[src/rtl/sldg_pkg.sv]
package sldg_pkg;
    parameter int DEF_VA_W    = 32;
    parameter int DEF_PAGE_W  = 12;
    parameter int DEF_DATA_W  = 32;
    parameter int DEF_ENTRIES = 8;
    parameter int DEF_TAG_W   = 2;

    typedef enum logic [2:0] {
        LD_IDLE = 3'd0,
        LD_OK   = 3'd1,
        LD_FLAT = 3'd2,
        LD_MISS = 3'd3,
        LD_VIOL = 3'd4
    } ld_kind_e;

    function automatic logic kind_reads(ld_kind_e k);
        return (k == LD_OK) || (k == LD_FLAT);
    endfunction
endpackage

[src/rtl/sldg_xlate_tbl.sv]
module sldg_xlate_tbl #(
    parameter int ENTRIES = 8,
    parameter int VPN_W   = 20,
    parameter int PPN_W   = 20,
    localparam int IDX_W  = $clog2(ENTRIES)
) (
    input  logic             clk,
    input  logic             rst,
    input  logic [VPN_W-1:0] lk_vpn,
    output logic             lk_hit,
    output logic [PPN_W-1:0] lk_ppn,
    output logic             lk_sup,
    input  logic             wr_en,
    input  logic [IDX_W-1:0] wr_idx,
    input  logic [VPN_W-1:0] wr_vpn,
    input  logic [PPN_W-1:0] wr_ppn,
    input  logic             wr_sup,
    input  logic             wr_vld
);
    logic [ENTRIES-1:0] ent_vld;
    logic [ENTRIES-1:0] ent_sup;
    logic [VPN_W-1:0]   ent_vpn [ENTRIES];
    logic [PPN_W-1:0]   ent_ppn [ENTRIES];
    logic [ENTRIES-1:0] match;

    always_ff @(posedge clk) begin
        if (rst) begin
            ent_vld <= '0;
        end else if (wr_en) begin
            ent_vld[wr_idx] <= wr_vld;
        end
    end

    always_ff @(posedge clk) begin
        if (wr_en) begin
            ent_sup[wr_idx] <= wr_sup;
            ent_vpn[wr_idx] <= wr_vpn;
            ent_ppn[wr_idx] <= wr_ppn;
        end
    end

    for (genvar g = 0; g < ENTRIES; g++) begin : g_cmp
        assign match[g] = ent_vld[g] && (ent_vpn[g] == lk_vpn);
    end

    // Walk from the top so the lowest matching index is the last to land.
    always_comb begin
        lk_hit = 1'b0;
        lk_ppn = '0;
        lk_sup = 1'b0;
        for (int i = ENTRIES - 1; i >= 0; i--) begin
            if (match[i]) begin
                lk_hit = 1'b1;
                lk_ppn = ent_ppn[i];
                lk_sup = ent_sup[i];
            end
        end
    end
endmodule

[src/rtl/sldg_perm.sv]
module sldg_perm
    import sldg_pkg::*;
(
    input  logic     req_valid,
    input  logic     req_flat,
    input  logic     req_priv_sup,
    input  logic     lk_hit,
    input  logic     lk_sup,
    output ld_kind_e kind,
    output logic     rd_en
);
    always_comb begin
        if (!req_valid)                  kind = LD_IDLE;
        else if (req_flat)               kind = LD_FLAT;
        else if (!lk_hit)                kind = LD_MISS;
        else if (lk_sup && !req_priv_sup) kind = LD_VIOL;
        else                             kind = LD_OK;
    end

    assign rd_en = kind_reads(kind);
endmodule

[src/rtl/sldg_fault_trk.sv]
module sldg_fault_trk #(
    parameter int TAG_W = 2,
    localparam int NTAG = 1 << TAG_W
) (
    input  logic             clk,
    input  logic             rst,
    input  logic             rec_en,
    input  logic [TAG_W-1:0] rec_tag,
    input  logic             rec_viol,
    input  logic             ret_valid,
    input  logic [TAG_W-1:0] ret_tag,
    output logic             flt_valid,
    output logic [TAG_W-1:0] flt_tag
);
    logic [NTAG-1:0] pend;

    always_ff @(posedge clk) begin
        if (rst) begin
            pend      <= '0;
            flt_valid <= 1'b0;
            flt_tag   <= '0;
        end else begin
            if (rec_en) pend[rec_tag] <= rec_viol;
            flt_valid <= ret_valid && pend[ret_tag];
            flt_tag   <= ret_tag;
        end
    end
endmodule

[src/rtl/sldg_top.sv]
module sldg_top
    import sldg_pkg::*;
#(
    parameter int VA_W    = DEF_VA_W,
    parameter int PAGE_W  = DEF_PAGE_W,
    parameter int DATA_W  = DEF_DATA_W,
    parameter int ENTRIES = DEF_ENTRIES,
    parameter int TAG_W   = DEF_TAG_W,
    localparam int VPN_W  = VA_W - PAGE_W,
    localparam int IDX_W  = $clog2(ENTRIES)
) (
    input  logic              clk,
    input  logic              rst,
    input  logic              req_valid,
    input  logic [VA_W-1:0]   req_vaddr,
    input  logic              req_priv_sup,
    input  logic              req_flat,
    input  logic [TAG_W-1:0]  req_tag,
    output logic              mem_rd_valid,
    output logic [VA_W-1:0]   mem_rd_paddr,
    input  logic [DATA_W-1:0] mem_rd_data,
    output logic              rsp_valid,
    output logic [TAG_W-1:0]  rsp_tag,
    output logic [DATA_W-1:0] rsp_data,
    output logic              rsp_poison,
    output logic              rsp_miss,
    input  logic              ret_valid,
    input  logic [TAG_W-1:0]  ret_tag,
    output logic              flt_valid,
    output logic [TAG_W-1:0]  flt_tag,
    input  logic              wr_en,
    input  logic [IDX_W-1:0]  wr_idx,
    input  logic [VPN_W-1:0]  wr_vpn,
    input  logic [VPN_W-1:0]  wr_ppn,
    input  logic              wr_sup,
    input  logic              wr_vld
);
    logic             lk_hit;
    logic [VPN_W-1:0] lk_ppn;
    logic             lk_sup;
    ld_kind_e         kind;
    logic             rd_en;
    ld_kind_e         kind_q;
    logic [TAG_W-1:0] tag_q;

    sldg_xlate_tbl #(.ENTRIES(ENTRIES), .VPN_W(VPN_W), .PPN_W(VPN_W)) tbl_i (
        .clk(clk), .rst(rst),
        .lk_vpn(req_vaddr[VA_W-1:PAGE_W]),
        .lk_hit(lk_hit), .lk_ppn(lk_ppn), .lk_sup(lk_sup),
        .wr_en(wr_en), .wr_idx(wr_idx), .wr_vpn(wr_vpn),
        .wr_ppn(wr_ppn), .wr_sup(wr_sup), .wr_vld(wr_vld)
    );

    sldg_perm perm_i (
        .req_valid(req_valid), .req_flat(req_flat), .req_priv_sup(req_priv_sup),
        .lk_hit(lk_hit), .lk_sup(lk_sup), .kind(kind), .rd_en(rd_en)
    );

    sldg_fault_trk #(.TAG_W(TAG_W)) flt_i (
        .clk(clk), .rst(rst),
        .rec_en(req_valid), .rec_tag(req_tag), .rec_viol(kind == LD_VIOL),
        .ret_valid(ret_valid), .ret_tag(ret_tag),
        .flt_valid(flt_valid), .flt_tag(flt_tag)
    );

    assign mem_rd_valid = rd_en;
    assign mem_rd_paddr = req_flat ? req_vaddr : {lk_ppn, req_vaddr[PAGE_W-1:0]};

    always_ff @(posedge clk) begin
        if (rst) begin
            kind_q <= LD_IDLE;
            tag_q  <= '0;
        end else begin
            kind_q <= kind;
            tag_q  <= req_tag;
        end
    end

    assign rsp_valid  = (kind_q != LD_IDLE);
    assign rsp_tag    = tag_q;
    assign rsp_poison = (kind_q == LD_VIOL);
    assign rsp_miss   = (kind_q == LD_MISS);
    assign rsp_data   = kind_reads(kind_q) ? mem_rd_data : '0;
endmodule

[config.mk]
export PLATFORM = sky130hd
export DESIGN_NAME = sldg_top
export DESIGN_NICKNAME = d
export VERILOG_FILES = /design/src/rtl/sldg_pkg.sv /design/src/rtl/sldg_xlate_tbl.sv /design/src/rtl/sldg_perm.sv /design/src/rtl/sldg_fault_trk.sv /design/src/rtl/sldg_top.sv
export SDC_FILE = /design/constraint.sdc
export NUM_CORES = 1
export LEC_CHECK = 0
export BUFFER_PORTS_ARGS = -buffer_cell sky130_fd_sc_hd__buf_2
export CORE_MARGIN = 2
export CORE_UTILIZATION = 65
export CTS_BUF_LIST = sky130_fd_sc_hd__clkbuf_8
export DETAILED_ROUTE_END_ITERATION = 8
export PLACE_DENSITY_LB_ADDON = 0.1
export SETUP_SLACK_MARGIN = 0.4
export SLEW_MARGIN = 20
export SYNTH_ARGS = -nofsm -noshare
export SYNTH_HDL_FRONTEND = slang
export SYNTH_HIERARCHICAL = 1
export SYNTH_SLANG_ARGS = --single-unit
[constraint.sdc]
create_clock -name clk -period 7.27 [get_ports clk]
set_clock_uncertainty 0.15 [all_clocks]
set_input_delay 0.3635 -clock clk [delete_from_list [all_inputs] [get_ports clk]]
set_output_delay 0.3635 -clock clk [all_outputs]
set_load 0.05 [all_outputs]
==> impl_results.md <==
* Parity-gate share of the synthesized area counting xor and xnor cells at 0.0893
* Die Span Y at 157 um
* Post-Route Setup TNS at 0 ns
* Post-cts sizing count at 0
* Fraction of registers with async set/reset at 0
* Number of global-route vias before repair at 9809
* Multiplexer area fraction after synthesis at 0.0214
* Crit share post-route at 0.680
* Number of nets in the layout at 1404
* Placed wire-length estimate after detailed placement at 25000 um
* Total inserted antenna cells at 0
* Compound-Gate Fraction of Synth Area at 0.0569
* Count of H-tree levels built during CTS at 2
* Number of instances in the synthesized netlist at 1072
* Hold-fix buffers, CTS at 53
* Adder-cell area share of the yosys netlist at 0
* Final total power at 4.15 mW
* Commonest register cell after synthesis: edfxtp_1
* Kind of capture point of the worst setup path: primary output
* Non-filler instance count after layout at 1649
* Pin count of the biggest net entering global routing at 44
* Gr usage total at 0.333
* Overflow left after global routing at 0
* Register-to-register setup slack at 3.21 ns
* Slowest stage cell, crit path: and3_1
* RSZ-0062 raised after global routing: false
* Post-Syn Area per Cell at 14.3 um^2
* Number of cells in the design after placement at 1492
* Input/output buffers at 168
* Worst path max stage delay at 0.98 ns
* Clock tree from TritonCTS: done
* Number of buffer and inverter stages on the critical path at 2
* Family with the most delay on the worst path: simple AND/OR/NAND/NOR gates
* Synth warn at 6
* First-pass GRT wire length at 59600 um
* Wire length reported by the detailed router at 40900 um
* Top post-synthesis cells by area: edfxtp_1 (64%), xnor2_1 (6.1%), xor2_1 (2.7%), nand4_1 (2.7%), dfxtp_1 (2.6%)
* Mean number of vias per cell at 6.22
* Slew margin rel. at 0.246
* Post-CTS setup buffers at 0
* Peak supply drop at 0.000201 V
* Most frequently used cell type in the post-synthesis netlist: edfxtp_1
* Share of Yosys cell area claimed by the top area cell type at 0.644
* List of most frequent post-synthesis cells: edfxtp_1 (328), xnor2_1 (107), nand4_1 (65), nand2_1 (57), xor2_1 (47)
* Placement Rows at 56
* Lkg Pwr at 6.17 nW
* Clock latency at the later pin of the worst-skew pair at 0.60 ns
* Final Slew Violations at 0
* Proportion of layout cells with a drive suffix above 1 at 0.253
* Pin slew with the least headroom to its limit at 1.13 ns
* Type of the worst min-delay path: input port to flip-flop
* Synthesized net count at 1192
* Critical Path Start Type: flip-flop
* Number of setup violations in the final report at 0
* Result of the run: finished clean
* Post-synth EDFFs at 328
* Number of flip-flops and latches in the synthesized netlist at 348
* Cell Chain, Critical Path: xnor2_1 -> nand4_1 -> nor4_2 -> buf_4 -> and3_1 -> o211ai_1 -> a311oi_1 -> o21ai_1 -> nor2b_4 -> o21ai_0 -> buf_2
* CTS Buf Count at 55
* Hold Worst Slack at 0.136 ns
* IO Count at 193
* Root Buffer: clkbuf_8
* Effective utilization at floorplan at 0.657
* Req. time, crit path at 6.76 ns
* Max cap viols at 0
* CORE AREA at 23300 um^2
* Global placement routability congestion at 0.846
* Clock tree buffer depth at 3
* Largest fanout on the critical path at 22
* Synth area leader: edfxtp_1
* Vias post-DR at 10300
* Portion of the post-synthesis area used by sequential elements at 0.670
* Clock slew at reported path FFs at 0.07 ns
* DRC viols at 0
* Synth-to-layout area growth at 16.8%
* Power per cell area at 232 nW/um^2
* Iter 0 DRT Violations at 1006
* Initial antenna violation count at 0
* Final antenna-violating net count at 0
* Die area at 24800 um^2
* Synth Cell Area at 15300 um^2
* Classification of the worst setup path: flip-flop to primary output
* Highest clock rate at 0.202 GHz
* Largest family of logic cells by synthesized area: simple AND/OR/NAND/NOR gates
* Router iterations before antenna repair at 6
* Clock sinks at 348
* Synth unique cells at 53
* Total count of hold-check failures in the final report at 0
* Critical path data arrival time at 4.43 ns
* Average routed wire per standard cell at 24.8 um
* Fraction of the mapped netlist area in simple logic gates at 0.127
* Final period demand of the worst path at 4.94 ns
* Die span in x at 157 um
[through the flow]
| step | worst slack (ns) | util | area (um^2) |
|---|---|---|---|
| 3_5_place_dp | 2.70 | 0.701 | 16300 |
| 2_1_floorplan | 3.09 | - | 15300 |
| 4_1_cts | 2.31 | 0.767 | 17800 |
| 3_3_place_gp | 2.68 | 0.701 | 16300 |
| 5_1_grt | 2.16 | 0.768 | 17900 |
| 6_report | 2.33 | 0.768 | 17900 |
[power breakdown]
group	switching, mW	internal (mW)	leakage, nW
combinational	0.239	0.120	2.44
clock	0.750	0.756	0.581
sequential	0.0212	2.26	3.14
[cells by family after synthesis]
kind of cell / Yosys count
DFF: 348
and+or+nand+nor: 317
xor gates and xnor gates: 155
AOI/OAI and AO/OA: 125
buffers and inverters: 98
muxes: 29
[cell type report]
cell class / instances / area (um^2)
Sequential cell: 348 / 10300
Tap cell: 319 / 399
Clock inverter: 47 / 228
Multi-Input combinational cell: 626 / 4620
Inverter: 9 / 33.8
Clock buffer: 56 / 771
Fill cell: 1424 / 5400
Timing Repair Buffer: 244 / 1560
[per-layer routing]
| layer | routed length (um) | share of wire | track usage |
|---|---|---|---|
| met5 | 0 | 0 | 0 |
| met4 | 1020 | 0.025 | 0.106 |
| met3 | 5110 | 0.12 | 0.0738 |
| met2 | 19500 | 0.48 | 0.535 |
| met1 | 15300 | 0.37 | 0.459 |
[worst paths after layout]
| kind | cells past startpoint | from | to |
|---|---|---|---|
| worst max-delay path | 11 | tbl_i/ent_vpn[2][1] | mem_rd_valid |
| worst min-delay path | 4 | req_priv_sup | kind_q[2] |
| worst max register to register | 13 | tbl_i/ent_vpn[2][1] | flt_i/pend[0] |
| worst min register to register | 2 | flt_i/pend[2] | flt_i/pend[2] |
[registers in the layout, summed over array words and instances (netlist names)]
| register | flops |
|---|---|
| tbl_i/ent_sup | 8 |
| rsp_tag | 2 |
| flt_i/pend | 4 |
| tbl_i/ent_ppn | 160 |
| flt_i/flt_tag | 2 |
| tbl_i/ent_vld | 8 |
| flt_i/flt_valid | 1 |
| kind_q | 3 |
| tbl_i/ent_vpn | 160 |
[cells in the final DEF, fill, tap and decap left out, types with 3 or more instances in the layout]
master and count:
a21oi_1 9, a311oi_1 20, and3_1 25, buf_2 168
buf_4 22, clkbuf_8 56, clkinv_1 15, clkinv_2 13
dfxtp_1 19, dlygate4sd3_1 53, edfxtp_1 328, inv_1 25
mux2_2 20, mux2i_1 8, nand2_1 57, nand2b_1 13
nand3_1 29, nand3b_1 4, nand4_1 65, nor2_1 26
nor2_4 6, nor2b_1 7, nor3_1 21, nor3b_1 5
nor3b_2 30, nor4_1 12, nor4_2 3, nor4_4 3
o211ai_1 19, o21ai_0 25, o21ai_1 22, o311ai_0 19
xnor2_1 107, xor2_1 47
[worst register-to-register path, delay by kind of cell, from the launching register on]
| family | cells | cell delay, ns |
|---|---|---|
| buffers and inverters | 1 | 0.38 |
| muxes | 1 | 0.10 |
| DFF | 1 | 0.38 |
| xor gates and xnor gates | 1 | 0.24 |
| and+or+nand+nor | 7 | 2.04 |
| AOI/OAI and AO/OA | 3 | 0.64 |
(Power assumes the default switching activity.)
